**config.mk**
```make
export PLATFORM = sky130hd
export DESIGN_NAME = aud_clkgen
export DESIGN_NICKNAME = d
export VERILOG_FILES = /design/src/rtl/aud_clkgen_pkg.sv /design/src/rtl/aud_clkgen_ratio.sv /design/src/rtl/aud_clkgen_seq.sv /design/src/rtl/aud_clkgen.sv
export SDC_FILE = /design/constraint.sdc
export NUM_CORES = 1
export LEC_CHECK = 0
export BUFFER_PORTS_ARGS = -buffer_cell sky130_fd_sc_hd__buf_2
export CORE_UTILIZATION = 45
export CTS_BUF_LIST = sky130_fd_sc_hd__clkbuf_2 sky130_fd_sc_hd__clkbuf_4 sky130_fd_sc_hd__clkbuf_8
export CTS_CLUSTER_DIAMETER = 200
export DETAILED_ROUTE_END_ITERATION = 12
export HOLD_SLACK_MARGIN = 0.1
export SLEW_MARGIN = 15
export SYNTH_ARGS = -nofsm -noshare
export SYNTH_HDL_FRONTEND = slang
export SYNTH_SLANG_ARGS = --single-unit
```
**constraint.sdc**
```tcl
create_clock -name mclk -period 70.4 [get_ports mclk]
set_input_delay 3.52 -clock mclk [delete_from_list [all_inputs] [get_ports mclk]]
set_output_delay 3.52 -clock mclk [all_outputs]
set_load 0.03 [all_outputs]
```
**src/rtl/aud_clkgen_pkg.sv**
```systemverilog
package aud_clkgen_pkg;

  // Ratio-relevant part of the request; pulse shape is handled separately.
  typedef struct packed {
    logic [2:0] mult_sel;
    logic [2:0] rate_sel;
    logic       bclk16;
    logic [1:0] slot_sel;
    logic       ref_lr;
  } ratio_req_t;

  // Multiplier factor; 0 marks a reserved code.
  function automatic int unsigned mult_of(input logic [2:0] code);
    case (code)
      3'd0:    return 1;
      3'd1:    return 2;
      3'd2:    return 3;
      3'd3:    return 4;
      3'd4:    return 6;
      default: return 0;
    endcase
  endfunction

  function automatic int unsigned slots_of(input logic [1:0] code);
    return 32'd2 << code;
  endfunction

  // Master-clock cycles per frame.
  function automatic int unsigned frame_mclks(input int unsigned base,
                                              input int unsigned mult,
                                              input logic [2:0] rate);
    return (base * mult) >> rate;
  endfunction

endpackage

```
**src/rtl/aud_clkgen_ratio.sv**
```systemverilog
module aud_clkgen_ratio
  import aud_clkgen_pkg::*;
#(
  parameter int unsigned BASE_RATIO  = 512,
  parameter int unsigned MCLK_HZ     = 61_440_000,
  parameter int unsigned BCLK_MAX_HZ = 24_576_000,
  parameter int unsigned DIV_W       = 7,
  parameter int unsigned BPF_W       = 10
) (
  input  ratio_req_t       req_i,
  output logic [DIV_W-1:0] div_o,
  output logic [BPF_W-1:0] bpf_o,
  output logic             ok_o,
  output logic             drive_o
);

  logic [31:0] mult_w, flen_w, nbclk_w, ndiv_w;
  logic        rate_ok, mult_ok, fit_ok, speed_ok;

  assign mult_w  = mult_of(req_i.mult_sel);
  assign flen_w  = frame_mclks(BASE_RATIO, mult_w, req_i.rate_sel);
  assign nbclk_w = slots_of(req_i.slot_sel) * (req_i.bclk16 ? 32'd16 : 32'd32);
  assign ndiv_w  = flen_w / nbclk_w;

  assign rate_ok  = req_i.rate_sel <= 3'd4;
  assign mult_ok  = mult_w != 32'd0;
  assign fit_ok   = ((flen_w % nbclk_w) == 32'd0) && (ndiv_w >= 32'd2) &&
                    ((ndiv_w >> DIV_W) == 32'd0) && ((nbclk_w >> BPF_W) == 32'd0);
  assign speed_ok = 64'(MCLK_HZ) <= 64'(BCLK_MAX_HZ) * 64'(ndiv_w);

  assign ok_o    = rate_ok && (req_i.ref_lr || (mult_ok && fit_ok && speed_ok));
  assign drive_o = ok_o && !req_i.ref_lr;
  assign div_o   = ndiv_w[DIV_W-1:0];
  assign bpf_o   = nbclk_w[BPF_W-1:0];

endmodule

```
**src/rtl/aud_clkgen_seq.sv**
```systemverilog
module aud_clkgen_seq #(
  parameter int unsigned DIV_W = 7,
  parameter int unsigned BPF_W = 10
) (
  input  logic             mclk,
  input  logic             rst_n,
  input  logic [DIV_W-1:0] div_i,
  input  logic [BPF_W-1:0] bpf_i,
  input  logic             pulse_i,
  input  logic             drive_i,
  input  logic             ok_i,
  output logic             bclk_o,
  output logic             lrclk_o,
  output logic             bad_o
);

  logic             run_q, pulse_q, bad_q, bclk_q, lr_q;
  logic [DIV_W-1:0] div_q, mcnt_q;
  logic [BPF_W-1:0] bpf_q, bcnt_q;

  logic             run_d, pulse_d, bad_d, bclk_d, lr_d;
  logic [DIV_W-1:0] div_d, mcnt_d;
  logic [BPF_W-1:0] bpf_d, bcnt_d;

  // Named events for the assertions.
  logic mcnt_wrap, frame_end, take_cfg;

  assign mcnt_wrap = mcnt_q == (div_q - 1'b1);
  assign frame_end = run_q && mcnt_wrap && (bcnt_q == (bpf_q - 1'b1));
  assign take_cfg  = !run_q || frame_end;

  always_comb begin
    run_d   = run_q;
    div_d   = div_q;
    bpf_d   = bpf_q;
    pulse_d = pulse_q;
    bad_d   = bad_q;
    mcnt_d  = mcnt_q + 1'b1;
    bcnt_d  = bcnt_q;
    if (take_cfg) begin
      run_d   = drive_i;
      div_d   = div_i;
      bpf_d   = bpf_i;
      pulse_d = pulse_i;
      bad_d   = !ok_i;
      mcnt_d  = '0;
      bcnt_d  = '0;
    end else if (mcnt_wrap) begin
      mcnt_d = '0;
      bcnt_d = bcnt_q + 1'b1;
    end
  end

  // Outputs are registered from next state so that they never glitch.
  assign bclk_d = run_d && (mcnt_d >= (div_d >> 1));
  assign lr_d   = run_d && (pulse_d ? (bcnt_d == '0) : (bcnt_d >= (bpf_d >> 1)));

  always_ff @(posedge mclk) begin
    if (!rst_n) begin
      run_q   <= 1'b0;
      div_q   <= '0;
      bpf_q   <= '0;
      pulse_q <= 1'b0;
      bad_q   <= 1'b0;
      mcnt_q  <= '0;
      bcnt_q  <= '0;
      bclk_q  <= 1'b0;
      lr_q    <= 1'b0;
    end else begin
      run_q   <= run_d;
      div_q   <= div_d;
      bpf_q   <= bpf_d;
      pulse_q <= pulse_d;
      bad_q   <= bad_d;
      mcnt_q  <= mcnt_d;
      bcnt_q  <= bcnt_d;
      bclk_q  <= bclk_d;
      lr_q    <= lr_d;
    end
  end

  assign bclk_o  = bclk_q;
  assign lrclk_o = lr_q;
  assign bad_o   = bad_q;

  AST_LR_ON_BCLK_FALL: assert property (@(posedge mclk) disable iff (!rst_n)
    (run_q && $past(run_q) && (lr_q != $past(lr_q))) |-> $fell(bclk_q));

  AST_PULSE_ONE_BCLK: assert property (@(posedge mclk) disable iff (!rst_n)
    (run_q && pulse_q && $past(pulse_q) && lr_q && $past(lr_q)) |-> !$fell(bclk_q));

  AST_BAD_HALTS: assert property (@(posedge mclk) disable iff (!rst_n)
    bad_q |-> (!bclk_q && !lr_q));

  AST_CFG_FROZEN: assert property (@(posedge mclk) disable iff (!rst_n)
    (run_q && !frame_end) |=> ($stable(div_q) && $stable(bpf_q) && $stable(pulse_q)));

endmodule

```
**src/rtl/aud_clkgen.sv**
```systemverilog
module aud_clkgen
  import aud_clkgen_pkg::*;
#(
  parameter int unsigned BASE_RATIO  = 512,
  parameter int unsigned MCLK_HZ     = 61_440_000,
  parameter int unsigned BCLK_MAX_HZ = 24_576_000,
  parameter int unsigned MAX_MULT    = 6,
  parameter int unsigned MIN_BCLKS   = 32,
  parameter int unsigned MAX_BCLKS   = 512
) (
  input  logic       mclk,
  input  logic       rst_n,
  input  logic [2:0] mult_sel_i,
  input  logic [2:0] rate_sel_i,
  input  logic       bclk16_i,
  input  logic [1:0] slot_sel_i,
  input  logic       pulse_i,
  input  logic       ref_lr_i,
  output logic       bclk_o,
  output logic       lrclk_o,
  output logic       cfg_bad_o
);

  localparam int unsigned DIV_W = $clog2(BASE_RATIO * MAX_MULT / MIN_BCLKS + 1);
  localparam int unsigned BPF_W = $clog2(MAX_BCLKS + 1);

  ratio_req_t       req;
  logic [DIV_W-1:0] div_w;
  logic [BPF_W-1:0] bpf_w;
  logic             ok_w, drive_w;

  assign req = '{mult_sel: mult_sel_i, rate_sel: rate_sel_i, bclk16: bclk16_i,
                 slot_sel: slot_sel_i, ref_lr: ref_lr_i};

  aud_clkgen_ratio #(
    .BASE_RATIO (BASE_RATIO),
    .MCLK_HZ    (MCLK_HZ),
    .BCLK_MAX_HZ(BCLK_MAX_HZ),
    .DIV_W      (DIV_W),
    .BPF_W      (BPF_W)
  ) u_ratio (
    .req_i  (req),
    .div_o  (div_w),
    .bpf_o  (bpf_w),
    .ok_o   (ok_w),
    .drive_o(drive_w)
  );

  aud_clkgen_seq #(
    .DIV_W(DIV_W),
    .BPF_W(BPF_W)
  ) u_seq (
    .mclk   (mclk),
    .rst_n  (rst_n),
    .div_i  (div_w),
    .bpf_i  (bpf_w),
    .pulse_i(pulse_i),
    .drive_i(drive_w),
    .ok_i   (ok_w),
    .bclk_o (bclk_o),
    .lrclk_o(lrclk_o),
    .bad_o  (cfg_bad_o)
  );

  AST_IDLE_IN_REF: assert property (@(posedge mclk) disable iff (!rst_n)
    ($past(ref_lr_i) && ref_lr_i && $past(cfg_bad_o) && cfg_bad_o) |-> (!bclk_o && !lrclk_o));

endmodule

```
-- Word level (Yosys, flattened, before mapping)
Cells that the tools add are included.
- $add $sub $neg: 4
- multipliers: 2
- div/mod/pow operators: 2
- order comparisons: 5
- equal/unequal tests: 6
- shift operators: 2
- multiplexer cells: 11
- bitwise logic cells: 0
- reductions and logical operators: 22
- operator list (operator ; count):
    $logic_not A32 Y1 ; 3
    $le A26 B57 Y1 const A ; 1
    $mul A9 B32 Y41 const A ; 1
    $div A32 B32 Y32 ; 1
    $ge A32 B2 Y1 const B ; 1
    $mod A32 B32 Y32 ; 1
    $mul A32 B32 Y32 ; 1
    $reduce_bool A32 Y1 ; 1
    $shl A2 B2 Y32 const A ; 1
    $shr A12 B3 Y32 ; 1
    $mux W10 ; 3
    $mux W7 ; 3
    $pmux W3 S5 ; 1
    $logic_and A1 B1 Y1 ; 11
    $add A10 B1 Y10 const B ; 1
    $eq A10 B10 Y1 ; 1
    $ge A10 B9 Y1 ; 1
    $logic_not A10 Y1 ; 1
    $sub A10 B1 Y10 const B ; 1
    $add A7 B1 Y7 const B ; 1
    $eq A7 B7 Y1 ; 1
    $ge A7 B6 Y1 ; 1
    $sub A7 B1 Y7 const B ; 1
    $eq A3 B2 Y1 const B ; 2
    other kinds (8) ; 13
- register bits after elaboration: 39
- latch bits: 0
- RAM bits: 0
- ROM bits: 0
- input bits: 13
- output and inout bits: 3
- word-level logic and storage cells: 65
- memories kept: 0

-- Depth between registers and ports, before layout
- word-level depth: 15
- mapped depth: 377
- depth with buffers taken out: 350

-- Modules after synthesis
Synthesis repeated with hierarchy kept, for this count alone.
- cell total of the unflattened synthesis: 3024
- area total of the unflattened synthesis: 23292.3 um2
- modules (own cells, without submodules) (module ; instances ; cells each ; area each (um2) ; seq. area each (um2)):
    aud_clkgen_ratio ; 1 ; 2710 ; 20661.1 ; 0.0
    aud_clkgen_seq ; 1 ; 314 ; 2631.3 ; 780.7

-- Least setup slack after synthesis
No wires, ideal clock.
- path kind: in2reg
- start: input port slot_sel_i[1]
- end: register u_seq.bad_q, in the netlist u_seq.bad_o
- library setup time: 0.116 ns
- arrival: 76.837 ns
- data required time: 70.284 ns
- slack: -6.552 ns
- stages on the path: 362
- buffers on the path: 27
- cells stage by stage: buf_2 -> inv_1 -> nand3_1 -> ha_1 -> o21a_1 -> o21ai_1 -> nor3_1 -> ha_1 -> o211ai_1 -> a221oi_2 -> or3b_1 -> nand2_1 -> ha_1 -> nand4_1 -> o2bb2a_1 -> a21oi_4 -> inv_2 -> a21o_1 -> [... 326 more ...] -> o21a_1 -> o21a_1 -> o21a_1 -> o21a_1 -> o21a_1 -> o21a_1 -> o21a_1 -> o21a_1 -> o221a_2 -> o221ai_1 -> o2111ai_1 -> nor3b_1 -> o221a_1 -> nand3_1 -> a2111oi_0 -> o2111a_1 -> o2111ai_2 -> a31o_1
- cells in the longest elaborated chain, start to end: 12
- elaborated cells between the ends (all ways): 18
- those cells by class: mul: 2; div: 2; order compare: 2; shift: 1; reduce/logical: 11
- RTL lines (element ; line ; text):
    from (decl) ; aud_clkgen.sv:16 ; input logic [1:0] slot_sel_i,
    $shl A2 B2 Y32 * ; aud_clkgen_pkg.sv:25 ; return 32'd2 << code;
    $mul A32 B32 Y32 * ; aud_clkgen_ratio.sv:22 ; assign nbclk_w = slots_of(req_i.slot_sel) * (req_i.bclk16 ? 32'd16 : 32'd32);
    $div A32 B32 Y32 * ; aud_clkgen_ratio.sv:23 ; assign ndiv_w = flen_w / nbclk_w;
    via div_w[0] ; aud_clkgen.sv:28 ; logic [DIV_W-1:0] div_w;
    branches (longest 5 deep; another with $le A26 B57 Y1) ; n/a ;
    $logic_and A1 B1 Y1 * ; aud_clkgen_ratio.sv:31 ; assign ok_o = rate_ok && (req_i.ref_lr || (mult_ok && fit_ok && speed_ok));
    $logic_or A1 B1 Y1 * ; aud_clkgen_ratio.sv:31 ;
    $logic_and A1 B1 Y1 * ; aud_clkgen_ratio.sv:31 ;
    $logic_not A1 Y1 * ; aud_clkgen_seq.sv:45 ; bad_d = !ok_i;
    to (signal assigned) ; aud_clkgen_seq.sv:64 ; bad_q <= 1'b0;
    to (signal assigned) ; aud_clkgen_seq.sv:74 ; bad_q <= bad_d;
    to (decl) ; aud_clkgen_seq.sv:17 ; logic run_q, pulse_q, bad_q, bclk_q, lr_q;
Mark *: on every way through the listed nets, which the timed path passes.
A chain may end at the register's enable or synchronous reset.

-- Worst setup path after layout
Same ends and word-level chain as after synthesis.

==> impl_summary.log <==
[metrics] status: finished clean
[metrics] Top FF cell, synth: sky130_fd_sc_hd__dfxtp_1
[metrics] post-route clock skew: between 0.01 and 0.015 ns
[metrics] vias in the first global route: between 20000 and 25000
[metrics] slowest stage cell, crit path: sky130_fd_sc_hd__or4_4
[metrics] final max-slew violation count: 0
[metrics] largest fanout on the critical path: 20
[metrics] Layout area overhead: 13.75%
[metrics] share of the clock period used by the worst path after layout: between 90 and 100%
[metrics] global-route usage over all layers: between 20% and 30%
[metrics] sequential-to-total area share from yosys stat: about 3.3%
[metrics] internal reg-to-reg setup slack: about 65 ns
[metrics] length of routed met3 wiring: approximately 2500 um
[metrics] top cell type's share of synthesized area: 18.08%
[metrics] number of standard cells after synthesis: 3058
[metrics] clock sinks: 38
[metrics] critical path arrival: ~67 ns
[metrics] die width: between 200 and 250 um
[metrics] routed vias/inst: between 5 and 6
[metrics] clock-pin slew on the worst setup and hold paths: approximately 0.09 ns
[metrics] TritonCTS Buffers: 5
[metrics] Critical path destination: u_seq.bad_o$_SDFFE_PN0N_
[metrics] class of the most critical hold timing path: flop to flop
[metrics] start point of the critical path: slot_sel_i[1]
[metrics] number of nets in the layout: 3757
[metrics] initial standard-cell utilization of the core: 45.59%
[metrics] uppermost routed layer: met5
[metrics] post-route non-filler standard cell count: between 3000 and 4000
[metrics] Setup Viol. Count Final: 0
[metrics] number of diodes: 0
[metrics] measured slew at the worst slew-check pin: just over 1 ns
[metrics] Max Buffers Root-to-Sink: 2
[metrics] maximum number of pins on one net before global-route repair: 35
[metrics] worst path required time: 70.61 ns
[metrics] first-iteration detailed-routing DRC count: roughly 1500
[metrics] cell count of the worst reg-to-reg path: 25
[metrics] type of destination of the critical path: flop
[metrics] post-synth cell types: roughly 130
[metrics] shortest period the worst path allows: 66.94 ns
[metrics] final weighted congestion of routability-driven global placement: 0.9698
[metrics] critical path's largest stage delay: around 0.63 ns
[metrics] count of flip-flops with a built-in enable after synthesis: 0
[metrics] Inst Count DP: a little under 4000
[metrics] detailed-route wire length on metal 1: 32240 um
[metrics] Critical R2R Launch: u_seq.bpf_q[1]$_SDFF_PN0_
[metrics] IO buf count: 15
[metrics] share of cells above drive strength 1: 14.98%
[metrics] antenna violations before repair: 1
[metrics] average wire length per cell after detail routing: 17.39 um
[metrics] post-synth design cell area: ~23000 um^2
[metrics] routed vias: between 20000 and 25000
[metrics] grt total ovfl: 0
[metrics] clock latency on the worst-skew pair: around 0.30 ns
[metrics] MaxCap Viol Count: 0
[metrics] CORE AREA: 51300 um^2
[metrics] count of final hold-check violations: 0
[metrics] Antenna Violating Nets Remaining: 0
[metrics] Max H-tree Level: 2
[metrics] Slew Limit Headroom: around 31%
[metrics] CTS root buffer: sky130_fd_sc_hd__clkbuf_8
[metrics] Pre-Repair DR Iteration Count: 6
[metrics] Synth area leaders: sky130_fd_sc_hd__ha_1 18%, sky130_fd_sc_hd__fa_1 13%, sky130_fd_sc_hd__o21a_1 4.9%
[metrics] clock tree from TritonCTS: done
[metrics] residual DRC count: 0
[metrics] number of warnings printed during yosys synthesis: 0
[metrics] wire length of the first global-routing pass: roughly 110000 um
[metrics] WS Path Type: input port to flop
[metrics] terminus of the critical flop-to-flop path: u_seq.lrclk_o$_SDFF_PN0_
[metrics] post-synthesis cell type with the largest combined area: sky130_fd_sc_hd__ha_1
[metrics] CTS Hold Bufs: 0
[metrics] asr flop ratio synth: 0%
[metrics] met2 WL post-DR: about 33000 um
[metrics] crit start category: input port
[metrics] placed wire-length estimate: around 56000 um
[metrics] Placement Rows: 83
[metrics] post-synthesis area per instance: roughly 7.6 um^2
[metrics] Routed Wire Length: approximately 68000 um
[metrics] chip height: roughly 230 um
[metrics] final core occ: between 50% and 60%
[metrics] num ports: 16
[metrics] dominant cell type by count on the critical path: sky130_fd_sc_hd__o21a_1
[metrics] flip-flop and latch count after synthesis: 38
[metrics] die area: around 53000 um^2
[metrics] Max Clock Freq: approximately 15 MHz
registers in the layout, summed over array words and instances (netlist names):
| register | cells |
|---|---|
| u_seq.bad_o | 1 |
| u_seq.bclk_o | 1 |
| u_seq.bcnt_q | 10 |
| u_seq.bpf_q | 9 |
| u_seq.div_q | 7 |
| u_seq.lrclk_o | 1 |
| u_seq.mcnt_q | 7 |
| u_seq.pulse_q | 1 |
| u_seq.run_q | 1 |
kinds of logic after synthesis:
group / count (synthesis) / synth area share (%)
adders and majority gates: 487 / 30.84
other: 2 / 0.03211
AOI/OAI and AO/OA: 847 / 26.42
DFF: 38 / 3.253
buffers and inverters: 367 / 6.259
and+or+nand+nor: 1114 / 25.06
xor gates and xnor gates: 135 / 5.055
muxes: 68 / 3.092
how the worst min path moves through the flow:
stage	from	slack [ns]	depth (start not counted)	endpoint
6_report	u_seq.bpf_q[2]$_SDFF_PN0_	0.52	2	u_seq.bpf_q[2]$_SDFF_PN0_
5_1_grt	u_seq.bpf_q[2]$_SDFF_PN0_	0.54	2	u_seq.bpf_q[2]$_SDFF_PN0_
4_1_cts	u_seq.bpf_q[2]$_SDFF_PN0_	0.51	2	u_seq.bpf_q[2]$_SDFF_PN0_
3_5_place_dp	u_seq.bpf_q[2]$_SDFF_PN0_	0.50	2	u_seq.bpf_q[2]$_SDFF_PN0_
3_3_place_gp	u_seq.bpf_q[2]$_SDFF_PN0_	0.49	2	u_seq.bpf_q[2]$_SDFF_PN0_
2_1_floorplan	u_seq.bpf_q[2]$_SDFF_PN0_	0.46	2	u_seq.bpf_q[2]$_SDFF_PN0_
cells in the mapped netlist (23+ instances only):
cell type                    n
sky130_fd_sc_hd__a31oi_1    33
sky130_fd_sc_hd__o211ai_1   35
sky130_fd_sc_hd__xnor2_1    81
sky130_fd_sc_hd__nand3_1    85
sky130_fd_sc_hd__or2_2      27
sky130_fd_sc_hd__clkbuf_1   34
sky130_fd_sc_hd__mux2i_1    34
sky130_fd_sc_hd__nor3_1    192
sky130_fd_sc_hd__nor2b_1    38
sky130_fd_sc_hd__a21oi_1   122
sky130_fd_sc_hd__or3_1      29
sky130_fd_sc_hd__mux2_2     32
sky130_fd_sc_hd__o22ai_1    24
sky130_fd_sc_hd__o31ai_1    61
sky130_fd_sc_hd__a211oi_1   28
sky130_fd_sc_hd__nand4_1    36
sky130_fd_sc_hd__a21o_1     47
sky130_fd_sc_hd__nor4_1     23
sky130_fd_sc_hd__and3_1     25
sky130_fd_sc_hd__o21ai_0   110
sky130_fd_sc_hd__inv_1     287
sky130_fd_sc_hd__nand2b_1   47
sky130_fd_sc_hd__fa_1      149
sky130_fd_sc_hd__nand2_1   217
sky130_fd_sc_hd__and2_1     26
sky130_fd_sc_hd__dfxtp_1    38
sky130_fd_sc_hd__xor2_1     54
sky130_fd_sc_hd__nor2_1    267
sky130_fd_sc_hd__ha_1      338
sky130_fd_sc_hd__o21a_1    153
cell type report:
class / instances / area [um^2]
Sequential cell: 38 / 760.7
Clock buffer: 5 / 68.82
Timing Repair Buffer: 188 / 1398
Inverter: 302 / 1220
Tap cell: 680 / 850.8
Clock inverter: 3 / 68.82
Multi-Input combinational cell: 2722 / 22240
Fill cell: 5000 / 24700
timing repair:
| item | CTS | global route |
|---|---|---|
| gates resized for setup | 10 | 140 |
| buffers inserted | 14 | 60 |
| endpoints found under the hold margin | 0 | 0 |
| gates cloned | 1 | 1 |
| setup endpoints to repair | 4 | 4 |
| pin swaps | 8 | 52 |
metrics by stage:
step           TNS [ns]  area, um^2  hold WS, ns  worst slack [ns]
6_report              0       26600       0.5172             3.456
5_1_grt          -1.357       26600       0.5398           -0.3845
4_1_cts               0       25580       0.5134           0.07248
3_5_place_dp     -7.430       25290       0.5008            -1.926
3_3_place_gp          0       25290       0.4930            0.2585
2_1_floorplan         0       24020       0.4561           0.03119
routing by layer:
| layer | vias up | global-route usage, % |
|---|---|---|
| met5 | - | 0 |
| met4 | 2 | 3.642 |
| met3 | 84 | 1.091 |
| met2 | 573 | 44.11 |
| met1 | 11280 | 34.57 |
| li1 | 11580 | - |
critical path, delay by kind of cell:
family                   cells  cell delay, ns
AND/OR/NAND/NOR            104           18.33
adder cells (fa/ha/maj)     31            9.35
multiplexers                 4            1.21
buffers and inverters       25            3.20
AO/OA/AOI/OAI              171           31.47
layout by cell type, fill, tap and decap left out, drive strengths merged, types with 35 or more instances in the layout:
cell,netlist,layout
nand4,39,40
xnor2,81,81
a21oi,125,125
nor2b,38,38
fa,149,149
o211ai,36,36
nand3,88,89
nor3,202,202
o31ai,65,65
conb,2,69
nand2b,47,47
o21ai,132,132
or2,35,35
a21o,47,47
xor2,54,54
buf,30,188
nor2,269,269
ha,338,338
o21a,154,154
inv,296,295
nand2,218,218
dfxtp,38,38
Power is not shown: default switching activity piles up to over one toggle a cycle in this logic, so the estimate is an artifact.
